--- src/rtl/irqc_pkg.sv ---
package irqc_pkg;
  // Fixed register geometry: status bit sits this far above its enable bit.
  localparam int REG_W    = 32;
  localparam int STAT_OFS = 16;
  localparam int HALF_W   = 16;
endpackage

--- src/rtl/irqc_src_detect.sv ---
module irqc_src_detect #(
  parameter int N    = 7,
  parameter bit EDGE = 1'b1
) (
  input  logic         clk,
  input  logic         rst_n,
  input  logic [N-1:0] src_i,
  output logic [N-1:0] set_o
);
  generate
    if (EDGE) begin : g_edge
      logic [N-1:0] src_q;
      always_ff @(posedge clk or negedge rst_n) begin
        if (!rst_n) src_q <= '0;
        else        src_q <= src_i;
      end
      assign set_o = src_i & ~src_q;
    end else begin : g_lvl
      logic unused_clkrst;
      assign unused_clkrst = clk ^ rst_n;
      assign set_o = src_i;
    end
  endgenerate
endmodule

--- src/rtl/irqc_field_bank.sv ---
module irqc_field_bank #(
  parameter int N = 7
) (
  input  logic         clk,
  input  logic         rst_n,
  input  logic         wr_hit_i,
  input  logic [N-1:0] en_wr_i,
  input  logic [N-1:0] clr_i,
  input  logic [N-1:0] set_i,
  output logic [N-1:0] en_o,
  output logic [N-1:0] stat_o
);
  logic [N-1:0] en_q;
  logic [N-1:0] stat_q;

  always_ff @(posedge clk or negedge rst_n) begin
    if (!rst_n)        en_q <= '0;
    else if (wr_hit_i) en_q <= en_wr_i;
  end

  generate
    for (genvar i = 0; i < N; i++) begin : g_stat
      always_ff @(posedge clk or negedge rst_n) begin
        if (!rst_n)                   stat_q[i] <= 1'b0;
        else if (set_i[i])            stat_q[i] <= 1'b1;
        else if (wr_hit_i && clr_i[i]) stat_q[i] <= 1'b0;
      end
    end
  endgenerate

  assign en_o   = en_q;
  assign stat_o = stat_q;


  set_seen_chk: assert property (@(posedge clk) disable iff (!rst_n)
    (set_i != '0) |=> ((stat_q & $past(set_i)) == $past(set_i)));


  w1c_chk: assert property (@(posedge clk) disable iff (!rst_n)
    wr_hit_i |=> ((stat_q & $past(clr_i & ~set_i)) == '0));


  no_spurious_set_chk: assert property (@(posedge clk) disable iff (!rst_n)
    1'b1 |=> ((stat_q & ~$past(stat_q) & ~$past(set_i)) == '0));


  en_hold_chk: assert property (@(posedge clk) disable iff (!rst_n)
    !wr_hit_i |=> $stable(en_q));
endmodule

--- src/rtl/irqc_out_merge.sv ---
module irqc_out_merge #(
  parameter int N = 7
) (
  input  logic         clk,
  input  logic         rst_n,
  input  logic [N-1:0] en_i,
  input  logic [N-1:0] stat_i,
  output logic         irq_o
);
  logic irq_q;

  always_ff @(posedge clk or negedge rst_n) begin
    if (!rst_n) irq_q <= 1'b0;
    else        irq_q <= |(en_i & stat_i);
  end

  assign irq_o = irq_q;


  irq_cause_chk: assert property (@(posedge clk) disable iff (!rst_n)
    irq_q |-> $past((en_i & stat_i) != '0));


  irq_follow_chk: assert property (@(posedge clk) disable iff (!rst_n)
    ((en_i & stat_i) != '0) |=> irq_q);
endmodule

--- src/rtl/irq_combo_reg.sv ---
module irq_combo_reg
  import irqc_pkg::*;
#(
  parameter int          NUM_SRC   = 7,
  parameter int          BASE_BIT  = 0,
  parameter bit          EDGE_MODE = 1'b1,
  parameter int          ADDR_W    = 4,
  parameter logic [ADDR_W-1:0] REG_ADDR = '0
) (
  input  logic               clk,
  input  logic               rst_n,
  input  logic [ADDR_W-1:0]  addr_i,
  input  logic [REG_W-1:0]   wdata_i,
  input  logic               we_i,
  output logic [REG_W-1:0]   rdata_o,
  input  logic [NUM_SRC-1:0] src_i,
  output logic               irq_o
);
  localparam int EN_LSB = BASE_BIT;
  localparam int ST_LSB = BASE_BIT + STAT_OFS;
  localparam logic [REG_W-1:0] FIELD_MASK =
    (((REG_W'(1) << NUM_SRC) - REG_W'(1)) << EN_LSB) |
    (((REG_W'(1) << NUM_SRC) - REG_W'(1)) << ST_LSB);

  initial begin
    if (NUM_SRC < 1 || BASE_BIT < 0 || BASE_BIT + NUM_SRC > HALF_W)
      $error("irq_combo_reg: source field does not fit in the lower half");
  end

  logic               sel;
  logic               wr_hit;
  logic [NUM_SRC-1:0] set_vec;
  logic [NUM_SRC-1:0] en_vec;
  logic [NUM_SRC-1:0] stat_vec;
  logic               unused_wbits;

  assign sel          = (addr_i == REG_ADDR);
  assign wr_hit       = we_i && sel;
  assign unused_wbits = ^(wdata_i & ~FIELD_MASK);

  irqc_src_detect #(.N(NUM_SRC), .EDGE(EDGE_MODE)) u_detect (
    .clk   (clk),
    .rst_n (rst_n),
    .src_i (src_i),
    .set_o (set_vec)
  );

  irqc_field_bank #(.N(NUM_SRC)) u_bank (
    .clk      (clk),
    .rst_n    (rst_n),
    .wr_hit_i (wr_hit),
    .en_wr_i  (wdata_i[EN_LSB +: NUM_SRC]),
    .clr_i    (wdata_i[ST_LSB +: NUM_SRC]),
    .set_i    (set_vec),
    .en_o     (en_vec),
    .stat_o   (stat_vec)
  );

  irqc_out_merge #(.N(NUM_SRC)) u_merge (
    .clk    (clk),
    .rst_n  (rst_n),
    .en_i   (en_vec),
    .stat_i (stat_vec),
    .irq_o  (irq_o)
  );

  always_comb begin
    rdata_o = '0;
    if (sel) begin
      rdata_o[EN_LSB +: NUM_SRC] = en_vec;
      rdata_o[ST_LSB +: NUM_SRC] = stat_vec;
    end
  end


  field_only_chk: assert property (@(posedge clk) disable iff (!rst_n)
    (rdata_o & ~FIELD_MASK) == '0);


  miss_hold_chk: assert property (@(posedge clk) disable iff (!rst_n)
    (we_i && !sel && set_vec == '0) |=> ($stable(en_vec) && $stable(stat_vec)));
endmodule

--- config.mk ---
export PLATFORM = sky130hd
export DESIGN_NAME = irq_combo_reg
export DESIGN_NICKNAME = d
export VERILOG_FILES = /design/src/rtl/irqc_pkg.sv /design/src/rtl/irqc_src_detect.sv /design/src/rtl/irqc_field_bank.sv /design/src/rtl/irqc_out_merge.sv /design/src/rtl/irq_combo_reg.sv
export SDC_FILE = /design/constraint.sdc
export NUM_CORES = 1
export LEC_CHECK = 0
export ABC_AREA = 0
export BUFFER_PORTS_ARGS = -buffer_cell sky130_fd_sc_hd__buf_2
export CELL_PAD_IN_SITES_DETAIL_PLACEMENT = 0
export CELL_PAD_IN_SITES_GLOBAL_PLACEMENT = 1
export CORE_MARGIN = 5
export CORE_UTILIZATION = 28
export DETAILED_ROUTE_END_ITERATION = 7
export GPL_TIMING_DRIVEN = 0
export MAX_ROUTING_LAYER = met4
export PLACE_DENSITY = 0.89
export SLEW_MARGIN = 20
export SYNTH_ARGS = -nofsm -noshare
export SYNTH_HDL_FRONTEND = slang
export SYNTH_SLANG_ARGS = --single-unit
--- constraint.sdc ---
create_clock -name clk -period 2.2 [get_ports clk]
set_input_delay 0.66 -clock clk [delete_from_list [all_inputs] [get_ports clk]]
set_output_delay 0.66 -clock clk [all_outputs]
set_load 0.05 [all_outputs]
[After elaboration in Yosys (flattened, before gate mapping)]
Cells that the tools add are included.
Word-level totals
  bits of input ports: 46
  output and inout bits: 33
  word-level logic and storage cells: 46
  register bits: 22
Cells by class
  reduce and logical (&&, ||, !) cells: 17
  bitwise operators: 3
  muxes and demuxes: 16
Operator list (count)
  AND 7 bit: 2
  two-way mux 1 bit: 14
  two-way mux 7 bit: 2
  nonzero test 2 bit: 7
  logical AND 1 bit: 8
  NOT 7 bit: 1
  OR reduction 7 bit: 1
  zero test 4 bit: 1

[Logic depth before layout (Yosys ltp)]
Gate-level depths: netlist of the first run.
  depth after elaboration: 5
  gate-level depth with buffers: 4
  depth with buffers taken out: 3

[Cells and area by module]
Synthesis of the first run repeated with hierarchy kept, for this count alone.
Unflattened totals
  cell total of the unflattened synthesis: 91
  area total of the unflattened synthesis: 1136.1 µm²
Modules (own cells, without submodules)
  irqc_field_bank: seq. area each 350.3 µm², cells each 36, area an instance 530.5 µm², times used 1
  irq_combo_reg: seq. area each 0.0 µm², cells each 36, area an instance 279.0 µm², times used 1
  irqc_src_detect: seq. area each 175.2 µm², cells each 14, area an instance 271.5 µm², times used 1
  irqc_out_merge: seq. area each 25.0 µm², cells each 5, area an instance 55.1 µm², times used 1

[Least setup slack after synthesis of the first run]
No wires, ideal clock.
  path type: input to output
  from: input addr_i[1]
  to: output rdata_o[16]
  data arrival time: 1.732 ns
  stages: 3
  required time: 1.540 ns
  path slack: -0.192 ns
  buffers on the path: 1
  cells stage by stage: nor4_4 > clkbuf_1 > and2_1
Between the ends
  longest elaborated chain between the ends: 2
Ends and longest elaborated chain
  from (decl): RTL line irq_combo_reg.sv:12  | input logic [ADDR_W-1:0] addr_i,
  zero test 4 bit: RTL line irq_combo_reg.sv:37  | assign sel = (addr_i == REG_ADDR);
  two-way mux 7 bit: RTL line irq_combo_reg.sv:69  | if (sel) begin
  to (decl): RTL line irq_combo_reg.sv:15  | output logic [REG_W-1:0] rdata_o,
Every way passes these cells.

[Worst setup path in the final report of the first run]
  from: input addr_i[0]
  to: output rdata_o[19]
The elaborated chain is that of the path after synthesis.

==> tab_implementation.tex, run 1 <==
\begin{tabular}{lr}
\hline
Metric & Value \\
\hline
\multicolumn{2}{l}{\textbf{Clock network}} \\
Post-cts hold buffer count & 0 \\
Clock sink total & 22 \\
Worst-Skew Late Latency & 260 ps \\
Buffer type at the clock tree root & clkbuf\_8 \\
CTS Buf Count & 3 \\
Number of H-tree levels & 1 \\
TritonCTS clock tree & built \\
Post-CTS clock slew at the launch and capture registers of the worst setup and hold paths & 80 ps \\
Number of buffers on the longest clock path & 2 \\
\multicolumn{2}{l}{\textbf{Global route}} \\
Vias in the first global route & about 910 \\
Total Routing Usage GR & 11.5\% \\
Wire length of the first global-routing pass & around 4400 um \\
Largest net degree at the start of global routing & 23 \\
Antenna violations before repair & 0 \\
Global route overflow & 0 \\
\multicolumn{2}{l}{\textbf{Place}} \\
PortBufs & 41 \\
GPL Wtd Cong & 0.800 \\
Hpwl dp & approximately 1900 um \\
Placed insts & about 200 \\
\multicolumn{2}{l}{\textbf{Power and ir drop}} \\
Power Internal & 804 uW \\
Areal power density over the cells & 648 nW/um\^{}2 \\
Total power consumption of the routed design & 1120 uW \\
Net switching component of the power & 315 uW \\
Comb power frac & 23.9\% \\
Maximum resistive drop on vdd & 0.000620 V \\
Part of the total power dissipated in the clock network & 33.4\% \\
Power share of the sequential group & between 40\% and 50\% \\
Net switching share of the total power & about 28\% \\
Static Leak & 0.000899 uW \\
\multicolumn{2}{l}{\textbf{Synth}} \\
Most numerous cell in the Yosys netlist & dfrtp\_1 \\
Netlist cell types & 15 \\
Top cell types by occurrence after synthesis & dfrtp\_1 (22), buf\_4 (18), and2\_1 (14) \\
Sequential-to-total area share from yosys stat & 51.9\% \\
Number of synthesis warnings & 0 \\
Xor and xnor fraction of the mapped netlist area & 0\% \\
Fraction of the mapped netlist area in adder cells & 0\% \\
Number of synthesized flops with an enable pin & 0 \\
Biggest area consumer among synthesized cells & dfrtp\_1 \\
Cell area after synthesis & between 1000 and 1500 um\^{}2 \\
Mux cell area share after synthesis & 7.43\% \\
Yosys reg bits & 22 \\
Share of the synthesized area in compound gates (AO/OA/AOI/OAI) & 8.14\% \\
Average instance area after synthesis & around 12 um\^{}2 \\
Dominant combinational cell family by area after synthesis & buffers and inverters \\
Top cell type's share of synthesized area & 51.9\% \\
Syn Inst Count & 92 \\
Most instantiated flip-flop cell in the synthesis netlist & dfrtp\_1 \\
Post-synth ARST share & 100\% \\
Synth Area in Simple Gates & 15.1\% \\
Cell types occupying the most area after synthesis & dfrtp\_1 (52\%), buf\_4 (13\%), and2\_1 (8.3\%), mux2\_2 (7.4\%), a22o\_1 (5.8\%) \\
\multicolumn{2}{l}{\textbf{Die}} \\
Area of the core & 3660 um\^{}2 \\
Number of standard-cell rows in the floorplan & 22 \\
I/O pins & 79 \\
Die ar. & between 5000 and 6000 um\^{}2 \\
Die boundary height & about 70 um \\
Width of the die & about 72 um \\
Starting Density & 29.0\% \\
\multicolumn{2}{l}{\textbf{Setup path}} \\
Source of the critical timing path & addr\_i[0] \\
Worst-path fanout max & 5 \\
Worst reg2reg startpoint & u\_bank.en\_o[3] \\
CP Capture Type & output pin \\
Class of the most critical setup path & primary input to output pin \\
CP Data Required Time & roughly 1500 ps \\
Data arrival time at the worst-slack endpoint & 1610 ps \\
Worst setup SP type & primary input \\
\multicolumn{2}{l}{\textbf{Timing}} \\
Setup repair after global routing missed its margin & true \\
Tcrit/Tclk final & 103\% \\
Maximum clock frequency & about 440 MHz \\
Slew Limit Fails & 0 \\
Final setup viols & 14 \\
Post-route minimum period & 2270 ps \\
Number of endpoints with negative hold slack in the final report & 0 \\
Setup skew after layout & 1.30 ps \\
Worst setup slack after layout & -70.0 ps \\
\multicolumn{2}{l}{\textbf{Detailed routing}} \\
Remaining routing DRC violations & 0 \\
DRT Wirelength & 2740 um \\
Iter 0 DRT Violations & 33 \\
Highest metal layer with signal wires & met4 \\
Total number of vias & 835 \\
Average wire length per cell after detail routing & 13.1 um \\
Length of routed met2 wiring & 1340 um \\
Number of antenna-violating nets in the routed design & 0 \\
First-pass DRT Iterations & 4 \\
Vias per inst & between 3 and 4 \\
Met1 Wirelength & between 1000 and 1500 um \\
Routed length on met3 & between 200 and 250 um \\
\multicolumn{2}{l}{\textbf{Layout}} \\
NumNets Final & 208 \\
Final cell count without fillers & 209 \\
Layout-stage area growth over the synthesis result & 62.9\% \\
Share of layout cells above drive strength 1 & 59.6\% \\
Fill cell total of the finished layout & $\sim$360 \\
Number of diodes & 0 \\
\multicolumn{2}{l}{\textbf{Flow run}} \\
Number of maximum-capacitance constraint violations & 0 \\
\multicolumn{2}{l}{\textbf{Outcome}} \\
Failing checks & negative setup slack \\
Outcome & finished, violations left \\
\multicolumn{2}{l}{\textbf{Hold path}} \\
Class of the tightest hold or removal check & primary input to asynchronous set/reset pin \\
\hline
\end{tabular}
per-stage QoR:
stage               worst slack [ps]  cell area (um^2)  util, %  setup TNS (ps)  hold slack (ps)
CTS                            -65.2              1720     47.0            -739              364
global route                    -138              1730     47.2           -1710              388
finish                         -70.0              1730     47.2            -829              353
global placement                -498              1410     38.6           -5840              499
floorplan                      -99.0              1150        -            -777              364
detailed placement              -526              1410     38.6           -6270              515
power groups by stage:
stage	Sequential, uW	Combinational, uW	Clock, uW
finish	479	267	373
global route	486	287	401
CTS	478	265	383
detailed placement	483	236	0
global placement	482	234	0
floorplan	481	177	0
registers in the layout (all words and copies together) (netlist names):
register and flops:
u_merge.irq_o 1, u_bank.stat_o 7, u_bank.en_o 7, u_detect.g_edge.src_q 7
repair_timing:
action / 4_1_cts / 5_1_grt
pin swaps: 8 / 1
buffers inserted: 7 / 0
gates resized for setup: 61 / 3
cloned: 1 / 0
endpoints found under the setup margin: 14 / 14
cells in the final DEF, fill, tap and decap left out:
master,n
inv_1,7
clkbuf_8,3
buf_2,26
a222oi_1,1
nand3_1,8
nor4_4,1
bufinv_16,1
buf_4,23
mux2_2,7
buf_8,17
a22o_1,7
a22oi_1,2
dfrtp_1,22
and2_4,14
conb_1,18
nand2_4,1
buf_6,3
per-layer routing:
layer / vias up / global-route usage, %
li1: 410 / -
met1: 385 / 14.5
met2: 38 / 18.4
met3: 2 / 4.07
met4: 0 / 1.25
met5: - / -
area by class of cell:
cell class / instances / area, um^2 / area share (%)
Inverter: 7 / 26.3 / 1.52
Timing Repair Buffer: 49 / 437 / 25.3
Tap cell: 48 / 60.1 / 3.48
Multi-Input combinational cell: 59 / 428 / 24.8
Clock inverter: 1 / 30.0 / 1.74
Clock buffer: 3 / 41.3 / 2.39
Buffer: 20 / 155 / 8.98
Sequential cell: 22 / 551 / 31.9
worst max-delay path, cell delays in order:
cell	delay, ps
buf_6	90
nor4_4	280
buf_6	170
buf_8	120
and2_4	150
buf_8	140
cells by family (layout without fill, tap and decap cells):
kind of cell / after synthesis / count (layout)
mux: 7 / 7
flops: 22 / 22
other cells: 1 / 18
simple gates: 24 / 24
buf+inv: 28 / 80
compound gates: 10 / 10
path summary, 6_finish.rpt:
check | endpoint | depth (start not counted) | slack (ps)
worst min register to register | u_bank.stat_o[2] | 1 | 540
max in group asynchronous | u_bank.en_o[3] | 1 | 1510
min in group clk | u_detect.g_edge.src_q[6] | 1 | 510
worst max-delay path | rdata_o[19] | 6 | -70
worst max register to register | u_merge.irq_o | 2 | 1130
worst min-delay path | u_detect.g_edge.src_q[4] | 1 | 350
Power figures use the tool's default switching activity.
==> run 2, diff against run 1 <==
Settings changed: CELL_PAD_IN_SITES_DETAIL_PLACEMENT 0 to default, CELL_PAD_IN_SITES_GLOBAL_PLACEMENT 1 to default, CORE_UTILIZATION 28 to 39, GPL_ROUTABILITY_DRIVEN from default to 0, PLACE_DENSITY 0.89 to 0.88.
==> tab_implementation.tex, run 2 (same netlist as run 1, synthesis figures left out) <==
\begin{tabular}{lr}
\hline
Metric & Value \\
\hline
\multicolumn{2}{l}{\textbf{Global route}} \\
Met1 layer usage reported by global route & 16.2\% (+1.7 points) \\
Wire length of the first global-routing pass & 4240 um (-4.5\%) \\
Vias in the first global route & 953 (+4.6\%) \\
Antenna violations before repair & 0 (unchanged) \\
Global route overflow & 0 (unchanged) \\
Most used routing layer in global routing & met2 \\
GR Layer Usage met2 & 23.4\% (+5.1 points) \\
Total Routing Usage GR & 13.7\% (+2.2 points) \\
Largest net degree at the start of global routing & 23 (unchanged) \\
Fraction of met3 tracks used by global routing & 3.24\% (-0.82 points) \\
\multicolumn{2}{l}{\textbf{Clock network}} \\
TritonCTS clock tree & built \\
Number of buffers on the longest clock path & 2 (unchanged) \\
Post-CTS clock slew at the launch and capture registers of the worst setup and hold paths & 120 ps (+40 ps) \\
CTS Buf Count & 3 (unchanged) \\
Number of H-tree levels & 1 (unchanged) \\
Post-cts hold buffer count & 0 (unchanged) \\
Worst-Skew Late Latency & 300 ps (+40 ps) \\
Clock sink total & 22 (unchanged) \\
Buffer type at the clock tree root & clkbuf\_4 \\
\multicolumn{2}{l}{\textbf{Detailed routing}} \\
First-pass DRT Iterations & 4 (unchanged) \\
Remaining routing DRC violations & 0 (unchanged) \\
DRT Wirelength & 2510 um (-8.1\%) \\
Vias per inst & 4.45 (+11\%) \\
Number of antenna-violating nets in the routed design & 0 (unchanged) \\
Average wire length per cell after detail routing & 13.3 um (+1.6\%) \\
Total number of vias & 841 (+0.72\%) \\
Iter 0 DRT Violations & 12 (-64\%) \\
\multicolumn{2}{l}{\textbf{Setup path}} \\
Maximum cell stage delay along the critical path & 320 ps (+40 ps) \\
Class of the most critical setup path & primary input to output pin \\
CP Capture Type & output pin \\
Worst reg2reg startpoint & u\_bank.en\_o[3] \\
Number of cell instances on the worst register-to-register path & 2 (unchanged) \\
Worst path cell trace & buf\_6 > nor4\_4 > clkbuf\_8 > and2\_2 > buf\_6 \\
Data arrival time at the worst-slack endpoint & 1620 ps (about the same) \\
Worst setup SP type & primary input \\
Worst-path fanout max & 10 (+5) \\
Worst path buffer plus inverter count & 3 (-1) \\
Cell type with the highest occurrence count on the critical path & buf\_6 \\
Setup slack, reg-to-reg & 1160 ps (+30 ps) \\
Endpoint of the most critical register-to-register path & u\_merge.irq\_o \\
Slowest CP cell & nor4\_4 \\
CP Data Required Time & 1540 ps (about the same) \\
CP delay by family, top & buffers and inverters \\
\multicolumn{2}{l}{\textbf{Place}} \\
Placed insts & 181 (-8.6\%) \\
PortBufs & 41 (unchanged) \\
Hpwl dp & 1970 um (+2.9\%) \\
Pre-CTS worst setup slack & -537 ps (-11.0 ps) \\
\multicolumn{2}{l}{\textbf{Outcome}} \\
Outcome & finished, violations left \\
Failing checks & negative setup slack \\
\multicolumn{2}{l}{\textbf{Power and ir drop}} \\
Areal power density over the cells & 643 nW/um\^{}2 (-0.76\%) \\
Static Leak & 0.000858 uW (-4.5\%) \\
Maximum resistive drop on vdd & 0.000510 V (-18\%) \\
\multicolumn{2}{l}{\textbf{Die}} \\
Number of standard-cell rows in the floorplan & 19 (-14\%) \\
Starting Density & 39.5\% (+11 points) \\
Die boundary height & 62.2 um (-13\%) \\
Area of the core & 2690 um\^{}2 (-27\%) \\
Die ar. & 3860 um\^{}2 (-25\%) \\
I/O pins & 79 (unchanged) \\
Width of the die & 62.2 um (-13\%) \\
\multicolumn{2}{l}{\textbf{Flow run}} \\
Number of maximum-capacitance constraint violations & 0 (unchanged) \\
\multicolumn{2}{l}{\textbf{Timing}} \\
Setup repair after global routing missed its margin & true \\
Number of endpoints with negative hold slack in the final report & 0 (unchanged) \\
Setup Total Neg Slack & -696 ps (+134 ps) \\
Tcrit/Tclk final & 104\% (+0.37 points) \\
Setup skew after layout & 3.35 ps (+2.05 ps) \\
Final setup viols & 14 (unchanged) \\
Maximum clock frequency & 439 MHz (-0.36\%) \\
Worst setup slack after layout & -78.2 ps (-8.17 ps) \\
Post-route minimum period & 2280 ps (+8.17 ps) \\
Slew Limit Fails & 0 (unchanged) \\
\multicolumn{2}{l}{\textbf{Layout}} \\
Final cell count without fillers & 189 (-9.6\%) \\
Fill cell total of the finished layout & 228 (-36\%) \\
Number of diodes & 0 (unchanged) \\
NumNets Final & 205 (-1.4\%) \\
Leading cell type in the layout, fill and taps excluded & buf\_2 \\
Share of layout cells above drive strength 1 & 58.9\% (-0.77 points) \\
Layout-stage area growth over the synthesis result & 52.0\% \\
Most frequent cells in the layout & buf\_2 (26), buf\_4 (22), dfrtp\_1 (22), conb\_1 (18), buf\_6 (10) \\
Final Core Density & 60.0\% (+13 points) \\
\multicolumn{2}{l}{\textbf{Hold path}} \\
Class of the tightest hold or removal check & primary input to asynchronous set/reset pin \\
\hline
\end{tabular}
-- run 2: cell count changes in the layout (fill, tap and decap cells not counted), sizes merged --
cell and delta:
buf -4, clkbuf +1
-- run 2: power by group --
part | switching [uW] | internal (uW)
clock | 117 | 184
sequential | 29.4 | 448
combinational | 153 | 106
-- run 2: worst register-to-register path: cells and delay by family (launching register included) --
kind	cells	cell delay (ps)
and+or+nand+nor	1	110
DFF	1	420
AOI/OAI and AO/OA	1	390
-- run 2: how the worst max path moves through the flow --
stage                          from     endpoint  slack (ps)  depth (start not counted)
final                     addr_i[2]  rdata_o[16]         -80                          5
after global routing      addr_i[2]   rdata_o[3]        -110                          5
after CTS                 addr_i[2]   rdata_o[1]         -70                          5
after detailed placement  addr_i[1]   rdata_o[4]        -540                          5
after global placement    addr_i[1]   rdata_o[4]        -500                          5
after floorplan           addr_i[1]  rdata_o[16]        -100                          3
-- run 2: timing repair --
item,4_1_cts,5_1_grt
pin swaps,3,0
resized for setup,39,5
setup endpoints to repair,14,14
setup buffers,2,3
-- run 2: metal layers --
metal  vias up  part of all wire [%]
met1       400                    37
met2        38                    54
met3         0                   8.6
li1        403                     -
met5         -                     0
met4         0                     0
-- run 2: through the flow --
stage | total power (uW) | cell area (um^2) | hold WS [ps]
floorplan | 659 | 1150 | 364
global placement | 714 | 1390 | 504
detailed placement | 722 | 1390 | 510
CTS | 1040 | 1580 | 307
global route | 1080 | 1610 | 321
finish | 1040 | 1610 | 293
-- run 2: final cells by class --
| cell class | count | area [um^2] | area share [%] |
|---|---|---|---|
| flip-flops and latches | 22 | 551 | 34.1 |
| multi-input cells | 59 | 418 | 25.9 |
| repair buffers | 46 | 373 | 23.1 |
| plain buffers | 20 | 154 | 9.54 |
| well taps | 31 | 38.8 | 2.40 |
| clock inverters | 1 | 30.0 | 1.86 |
| inverters | 7 | 26.3 | 1.63 |
| clock buffers | 3 | 22.5 | 1.40 |
